<file path="config.mk">
export PLATFORM = sky130hd
export DESIGN_NAME = zs_bipolar_enc
export DESIGN_NICKNAME = d
export VERILOG_FILES = /design/src/rtl/zs_pkg.sv /design/src/rtl/zs_window.sv /design/src/rtl/zs_emitter.sv /design/src/rtl/zs_bipolar_enc.sv
export SDC_FILE = /design/constraint.sdc
export NUM_CORES = 1
export LEC_CHECK = 0
export BUFFER_PORTS_ARGS = -buffer_cell sky130_fd_sc_hd__buf_2
export CORE_AREA = 4 4 70 46
export DETAILED_ROUTE_END_ITERATION = 6
export DIE_AREA = 0 0 74 50
export PLACE_DENSITY_LB_ADDON = 0.25
export SYNTH_ARGS = -nofsm -noshare
export SYNTH_HDL_FRONTEND = slang
export SYNTH_SLANG_ARGS = --single-unit
</file>
<file path="constraint.sdc">
create_clock -name clk -period 2.35 [get_ports clk]
set_input_delay 0.1175 -clock clk [delete_from_list [all_inputs] [get_ports clk]]
set_output_delay 0.1175 -clock clk [all_outputs]
set_load 0.02 [all_outputs]
</file>
<file path="src/rtl/zs_pkg.sv">
package zs_pkg;

  typedef enum logic [2:0] {
    SYM_IDLE   = 3'd0,
    SYM_SPACE  = 3'd1,
    SYM_MARK   = 3'd2,
    SYM_BPULSE = 3'd3,
    SYM_VPULSE = 3'd4
  } sym_t;

  // parity flag update: marks and B pulses toggle, V restarts at even
  function automatic logic even_after(input logic even_q, input sym_t s);
    case (s)
      SYM_MARK, SYM_BPULSE: even_after = ~even_q;
      SYM_VPULSE:           even_after = 1'b1;
      default:              even_after = even_q;
    endcase
  endfunction

  // rail pair {pos, neg} for a symbol given the polarity of the last pulse
  function automatic logic [1:0] rails_for(input sym_t s, input logic last_pos);
    case (s)
      SYM_MARK, SYM_BPULSE: rails_for = {~last_pos, last_pos};
      SYM_VPULSE:           rails_for = {last_pos, ~last_pos};
      default:              rails_for = 2'b00;
    endcase
  endfunction

  function automatic logic is_pulse(input sym_t s);
    is_pulse = (s == SYM_MARK) || (s == SYM_BPULSE) || (s == SYM_VPULSE);
  endfunction

endpackage

</file>
<file path="src/rtl/zs_window.sv">
module zs_window
  import zs_pkg::*;
#(
  parameter int DEPTH = 4,
  parameter int LEN_W = 3
) (
  input  logic             clk,
  input  logic             rst_n,
  input  logic             step_i,
  input  logic             bit_i,
  input  logic [LEN_W-1:0] run_len_i,
  input  logic             even_i,
  output sym_t             tap_o,
  output logic             run_hit_o
);

  sym_t stage_q [DEPTH];
  sym_t stage_d [DEPTH];
  logic all_space;

  // zero-run detection over the youngest run_len-1 entries plus the new bit
  always_comb begin
    all_space = 1'b1;
    for (int i = 0; i < DEPTH - 1; i++) begin
      if (i < int'(run_len_i) - 1 && stage_q[i] != SYM_SPACE) all_space = 1'b0;
    end
  end

  assign run_hit_o = step_i & ~bit_i & all_space;

  always_comb begin
    tap_o = SYM_IDLE;
    for (int i = 0; i < DEPTH; i++) begin
      if (i == int'(run_len_i) - 1) tap_o = stage_q[i];
    end
  end

  always_comb begin
    stage_d[0] = bit_i ? SYM_MARK : SYM_SPACE;
    if (run_hit_o) stage_d[0] = SYM_VPULSE;
    for (int i = 1; i < DEPTH; i++) begin
      stage_d[i] = stage_q[i-1];
      if (run_hit_o && i == int'(run_len_i) - 1)
        stage_d[i] = even_i ? SYM_BPULSE : SYM_SPACE;
    end
  end

  for (genvar g = 0; g < DEPTH; g++) begin : g_stage
    sym_t q;
    always_ff @(posedge clk) begin
      if (!rst_n)      q <= SYM_IDLE;
      else if (step_i) q <= stage_d[g];
    end
    assign stage_q[g] = q;
  end


  tag_after_hit_chk: assert property (@(posedge clk) disable iff (!rst_n)
    run_hit_o |=> stage_q[0] == SYM_VPULSE);

endmodule

</file>
<file path="src/rtl/zs_emitter.sv">
module zs_emitter
  import zs_pkg::*;
#(
  parameter int LEN_W = 3
) (
  input  logic             clk,
  input  logic             rst_n,
  input  logic             step_i,
  input  sym_t             tap_i,
  input  logic [LEN_W-1:0] run_len_i,
  output logic             even_next_o,
  output logic             pos_o,
  output logic             neg_o,
  output logic             sym_vld_o
);

  logic       last_pos_q;
  logic       even_q;
  logic       v_out_q;
  logic [1:0] rails;

  assign even_next_o = even_after(even_q, tap_i);
  assign rails       = rails_for(tap_i, last_pos_q);

  always_ff @(posedge clk) begin
    if (!rst_n) begin
      last_pos_q <= 1'b0;
      even_q     <= 1'b1;
      pos_o      <= 1'b0;
      neg_o      <= 1'b0;
      sym_vld_o  <= 1'b0;
      v_out_q    <= 1'b0;
    end else if (step_i) begin
      pos_o     <= rails[1];
      neg_o     <= rails[0];
      sym_vld_o <= (tap_i != SYM_IDLE);
      v_out_q   <= (tap_i == SYM_VPULSE);
      even_q    <= even_next_o;
      if (is_pulse(tap_i)) last_pos_q <= rails[1];
    end else begin
      pos_o     <= 1'b0;
      neg_o     <= 1'b0;
      sym_vld_o <= 1'b0;
      v_out_q   <= 1'b0;
    end
  end

  // observation state for the line-level properties
  logic             prev_v_pos_q;
  logic             v_seen_q;
  logic             odd_pulses_q;
  logic [LEN_W-1:0] space_run_q;

  always_ff @(posedge clk) begin
    if (!rst_n) begin
      prev_v_pos_q <= 1'b0;
      v_seen_q     <= 1'b0;
      odd_pulses_q <= 1'b0;
      space_run_q  <= '0;
    end else begin
      if (v_out_q) begin
        prev_v_pos_q <= pos_o;
        v_seen_q     <= 1'b1;
        odd_pulses_q <= 1'b0;
      end else if (pos_o || neg_o) begin
        odd_pulses_q <= ~odd_pulses_q;
      end
      if (sym_vld_o) begin
        if (pos_o || neg_o) space_run_q <= '0;
        else                space_run_q <= space_run_q + 1'b1;
      end
    end
  end


  rails_excl_chk: assert property (@(posedge clk) disable iff (!rst_n)
    !(pos_o && neg_o));


  v_parity_chk: assert property (@(posedge clk) disable iff (!rst_n)
    v_out_q |-> odd_pulses_q);


  v_alternate_chk: assert property (@(posedge clk) disable iff (!rst_n)
    (v_out_q && v_seen_q) |-> (pos_o != prev_v_pos_q));


  space_run_chk: assert property (@(posedge clk) disable iff (!rst_n)
    (sym_vld_o && !pos_o && !neg_o) |-> (space_run_q < run_len_i - 1'b1));


  idle_quiet_chk: assert property (@(posedge clk) disable iff (!rst_n)
    !step_i |=> (!sym_vld_o && !pos_o && !neg_o));

endmodule

</file>
<file path="src/rtl/zs_bipolar_enc.sv">
module zs_bipolar_enc
  import zs_pkg::*;
#(
  parameter int HI_RUN = 4,
  parameter int LO_RUN = 3
) (
  input  logic clk,
  input  logic rst_n,
  input  logic bit_vld_i,
  input  logic bit_i,
  input  logic mode_i,
  output logic pos_o,
  output logic neg_o,
  output logic sym_vld_o
);

  localparam int DEPTH = (HI_RUN > LO_RUN) ? HI_RUN : LO_RUN;
  localparam int LEN_W = $clog2(DEPTH + 1);

  logic [LEN_W-1:0] run_len;
  sym_t             tap;
  logic             even_next;
  logic             run_hit;

  assign run_len = mode_i ? LEN_W'(LO_RUN) : LEN_W'(HI_RUN);

  zs_window #(.DEPTH(DEPTH), .LEN_W(LEN_W)) i_window (
    .clk       (clk),
    .rst_n     (rst_n),
    .step_i    (bit_vld_i),
    .bit_i     (bit_i),
    .run_len_i (run_len),
    .even_i    (even_next),
    .tap_o     (tap),
    .run_hit_o (run_hit)
  );

  zs_emitter #(.LEN_W(LEN_W)) i_emitter (
    .clk         (clk),
    .rst_n       (rst_n),
    .step_i      (bit_vld_i),
    .tap_i       (tap),
    .run_len_i   (run_len),
    .even_next_o (even_next),
    .pos_o       (pos_o),
    .neg_o       (neg_o),
    .sym_vld_o   (sym_vld_o)
  );


  mode_hold_chk: assert property (@(posedge clk) disable iff (!rst_n)
    $stable(mode_i));

endmodule

</file>
### Word level (Yosys, flattened, before mapping)

Index checks and enable logic that the tools add are counted.
Widths: inputs -> output; s select.

| storage, ports and cells | value |
|---|---|
| flip-flop bits (word level) | 17 |
| bits in latches | 0 |
| memory bits (writable) | 0 |
| memory bits (read-only) | 0 |
| input bits | 5 |
| output and inout port bits | 3 |
| logic and storage cells | 56 |
| memories kept | 0 |

| operators by class | value |
|---|---|
| add/sub/neg operators | 1 |
| $mul | 0 |
| divide/modulo/power cells | 0 |
| $lt $le $gt $ge | 3 |
| eq/ne operators | 9 |
| shift-type cells | 0 |
| mux-type cells | 16 |
| bitwise gates (word level) | 5 |
| reduce and logical (&&, ||, !) cells | 13 |

Operators with widths:

| operator | number |
|---|---|
| $logic_not 32->1 | 1 |
| $mux 3 | 9 |
| $ne 3x1->1 const B | 3 |
| $eq 3x4->1 const A | 2 |
| $eq 3x2->1 const B | 2 |
| $logic_and 1x1->1 | 6 |
| $eq 2x4->1 const A | 1 |
| $lt 1x4->1 const A | 1 |
| $lt 2x4->1 const A | 1 |
| $lt 3x4->1 const A | 1 |
| $mux 2 | 2 |
| $pmux 2 s2 | 1 |
| $reduce_and 2->1 | 2 |
| $sub 3x1->4 const B | 1 |
| $eq 3x3->1 const B | 1 |
| $mux 1 | 3 |
| $not 1->1 | 3 |
| $reduce_bool 3->1 | 1 |
| $and 1x1->1 | 2 |
| $logic_or 1x1->1 | 2 |
| $pmux 1 s2 | 1 |
| $reduce_or 2->1 | 1 |

### Depth between registers and ports, before layout

| depth | value |
|---|---|
| depth after elaboration | 12 |
| mapped depth | 4 |
| depth with buffers taken out | 4 |

### Hierarchy

Synthesis repeated with hierarchy kept, for this count alone.

| unflattened totals | value |
|---|---|
| cell total of the unflattened synthesis | 126 |
| area total of the unflattened synthesis | 1,059.8 um^2 |

Modules (own cells, without submodules):

| module | instances | cells an instance | area an instance (um^2) |
|---|---|---|---|
| zs_window | 1 | 102 | 833.3 |
| zs_emitter | 1 | 23 | 222.7 |
| zs_bipolar_enc | 1 | 1 | 3.8 |

### Worst setup path after synthesis

Ideal clock, no wire load.

| timing path | value |
|---|---|
| kind | register -> register |
| start | register i_window.g_stage[1].q[1] |
| end | register i_window.g_stage[3].q[1] |
| arrival time | 1.358 ns |
| required time | 2.254 ns |
| slack | 0.897 ns |
| stages on the path, launching flop included | 5 |
| period minus slack after synthesis | 1.453 ns |
| cell sequence | dfxtp_1 -> nor4b_2 -> o2111ai_1 -> or3b_4 -> o41ai_2 |

| on the way | value |
|---|---|
| word-level cells in the longest chain between the ends | 8 |
| elaborated cells on any way between the ends | 16 |
| those cells by class | 4 x eq/ne; 8 x mux; 1 x bitwise; 3 x reduce/logical |

RTL lines:

| item | RTL line | RTL |
|---|---|---|
| start: declaration | zs_window.sv:49 | `sym_t q;` |
| start signal: assignment | zs_window.sv:52 | `else if (step_i) q <= stage_d[g];` |
| $mux 3 (3 in series) | zs_window.sv:34 | `if (i == int'(run_len_i) - 1) tap_o = stage_q[i];` |
| $eq 3x2->1 | zs_pkg.sv:13 | `case (s)` |
| $reduce_or 2->1 | zs_pkg.sv:13 |  |
| $pmux 1 s2 | zs_pkg.sv:13 |  |
| $mux 2 | zs_window.sv:44 | `stage_d[i] = even_i ? SYM_BPULSE : SYM_SPACE;` |
| $mux 3 * | zs_window.sv:43 | `if (run_hit_o && i == int'(run_len_i) - 1)` |
| end signal: assignment | zs_window.sv:52 |  |
| end: declaration | zs_window.sv:49 |  |

Mark *: on every way between the ends. The rest lies on a longest branch, timed or not.
A chain may end at the register's enable or synchronous reset.

### Worst setup path after layout

Same ends and word-level chain as after synthesis.

==> key figures <==
STA
  – Setup Skew: 0.006504 ns
  – RSZ-0062 raised after global routing: no
  – Final setup fails: 0
  – Worst slew pin tran: 0.4392 ns
  – Slew headroom: 70.69%
  – Final period utilization: 67.68%
  – Final worst path period need: 1.590 ns
  – Final setup margin: 0.7596 ns
  – Final Max Slew Viols: 0
  – Fmax: 0.6288 GHz
  – Setup_tns: 0 ns
  – Final Hold Vio Count: 0

Yosys
  – Post-synthesis cell type count: 29
  – Post-synth top area cell: dfxtp_1
  – Post-synth EDFFs: 0
  – Synth top area share: 44.88%
  – Post-synthesis cell area: 758.2 um^2
  – Syn avg cell area: 9.721 um^2
  – Synth Instances: 78
  – Ys flop type: dfxtp_1
  – Mapped Nets: 83
  – Ranking of synthesized cells by area: dfxtp_1 45%, mux2i_1 13%, nor2_1 5.9%
  – Post-synth ARST share: 0%
  – FF+latch count, synth: 17
  – Share of the yosys chip area belonging to registers: 44.88%
  – YS warnings: 0

Clock network
  – CTS H-tree lvls: 1
  – TritonCTS clock tree: yes
  – CTS buffer count: 3
  – Clk slew on worst S/H paths: 0.07 ns
  – Number of setup buffers added after CTS: 0
  – Cts repair resizes: 0
  – # hold bufs at CTS: 0
  – Worst-Skew Late Latency: 0.25 ns
  – Clock sinks: 17
  – Clock Path Buffers: 2
  – CTS root buffer: clkbuf_8

Setup path
  – Worst Setup SP: i_window.g_stage[1].q[1]
  – CP Launch Type: flip-flop
  – R2R setup slack: 0.76 ns
  – Largest fanout on the critical path: 3
  – WS Path Type: flip-flop to flip-flop
  – CP Capture Type: flip-flop
  – R2r startpoint: i_window.g_stage[1].q[1]
  – Worst Path Required: 2.51 ns
  – Critical Path AT: 1.75 ns

Flow run
  – Total of max-cap violations: 0

Route
  – Iter 0 DRT Violations: 56
  – Drt pass-1 iters: 3
  – Final WL: 1420 um
  – WL met2: 541 um
  – Routed WL per cell: 12.03 um
  – M1 WL: 820 um
  – Average via count per standard cell: 4.661
  – WL met3: 52 um
  – Post-route ant nets: 0
  – Vias: 550
  – Highest Signal Layer: met4
  – Post-route DRC: 0

Global routing
  – Vias in the first global route: 502
  – Largest net degree at the start of global routing: 21
  – Remaining global-route overflow: 0
  – Wire length of the first global-routing pass: 2421 um
  – Initial antenna violation count: 0
  – Total GRT Usage: 8.833%

Run status
  – Outcome: finished, final reports clean

Cells and area
  – Nets: 92
  – Commonest cells after routing, fill and taps aside: 17 x dfxtp_1, 12 x nor2_1, 10 x mux2i_1, 7 x buf_2
  – Layout area overhead: 14.03%
  – Layout cells sized above 1: 17.44%
  – Diode count: 0
  – Commonest non-fill, non-tap cell in the layout: dfxtp_1
  – Final Util: 34.52%

Die
  – Initial core utilization: 30.27%
  – # rows: 14
  – Ports: 8
  – Die Ht: 50 um
  – Core footprint: 0.002505 mm^2
  – Die Area: 0.003700 mm^2
  – Die W: 74 um

Power
  – Leakage: 0.3508 nW
  – P per Cell Area: 653.9 mW/mm^2
  – Total power: 565.3 uW
  – Peak VDD IR: 0.0003486 V

Placed design
  – Port Buf Inserts: 7
  – Dpl hpwl: 1021 um
  – Pre-CTS WS: 0.7867 ns
  – GP Congestion: 0.7788

Worst hold path
  – Hold crit path type: primary input to flip-flop
  – Worst hold path startpoint: rst_n
worst max-delay path, cell delays in order (launching register included):
cell	delay (ns)
dfxtp_1	0.33
nor4b_2	0.27
o2111ai_1	0.19
or3b_4	0.43
o41ai_2	0.27
logic make-up after synthesis:
family                 count (synthesis)  share of synthesized area (%)
muxes                                 10                          13.20
buffers and inverters                  7                          3.961
DFF                                   17                          44.88
AOI/OAI and AO/OA                     14                          15.02
and+or+nand+nor                       30                          22.94
metal layers:
layer / vias up / GRT usage [%]
li1: 298 / -
met1: 245 / 12.86
met2: 5 / 11.03
met3: 2 / 4.868
met4: 0 / 1.807
met5: - / 0
sequential cells by signal (all words and copies together), names as in the netlist:
name,cells
i_emitter.sym_vld_o,1
i_emitter.neg_o,1
i_emitter.last_pos_q,1
i_emitter.even_q,1
i_window.g_stage.q,12
i_emitter.pos_o,1
power breakdown:
group / total (mW) / internal, mW / leakage (nW) / switching (mW)
logic: 0.0441 / 0.0183 / 0.187 / 0.0258
clock network: 0.220 / 0.118 / 0.0255 / 0.102
registers: 0.301 / 0.295 / 0.138 / 0.00612
total: 0.565 / 0.431 / 0.351 / 0.134
through the flow:
step           hold slack (ns)  cell area, um^2  cells
2_1_floorplan           0.1886            758.2     78
3_3_place_gp            0.3416            818.3    114
3_5_place_dp            0.3446            818.3    114
4_1_cts                0.07360            864.6    118
5_1_grt                0.07273            864.6    118
6_report               0.08135            864.6    118
cell type report:
type	count	area, um^2
fill	255	1640
clock inverter	1	5.005
multi-input combinational	54	387.9
inverter	4	15.01
clock buffer	3	41.29
sequential	17	340.3
tap	32	40.04
timing repair buffer	7	35.03
cells in the mapped netlist, types with 2 or more instances:
library cell and number:
nor2_1 12, nor3b_1 3, nor3_1 2, clkbuf_1 2, inv_1 4, nand2_1 2, dfxtp_1 17, nand2b_1 3
mux2i_1 10, a21oi_1 4
path summary, 6_finish.rpt:
kind | end | depth (start not counted)
worst max-delay path | i_window.g_stage[3].q[1] | 4
worst min register to register | i_window.g_stage[0].q[0] | 2
worst min-delay path | i_emitter.even_q | 2
worst max register to register | i_window.g_stage[3].q[1] | 4
Power figures use the tool's default switching activity.
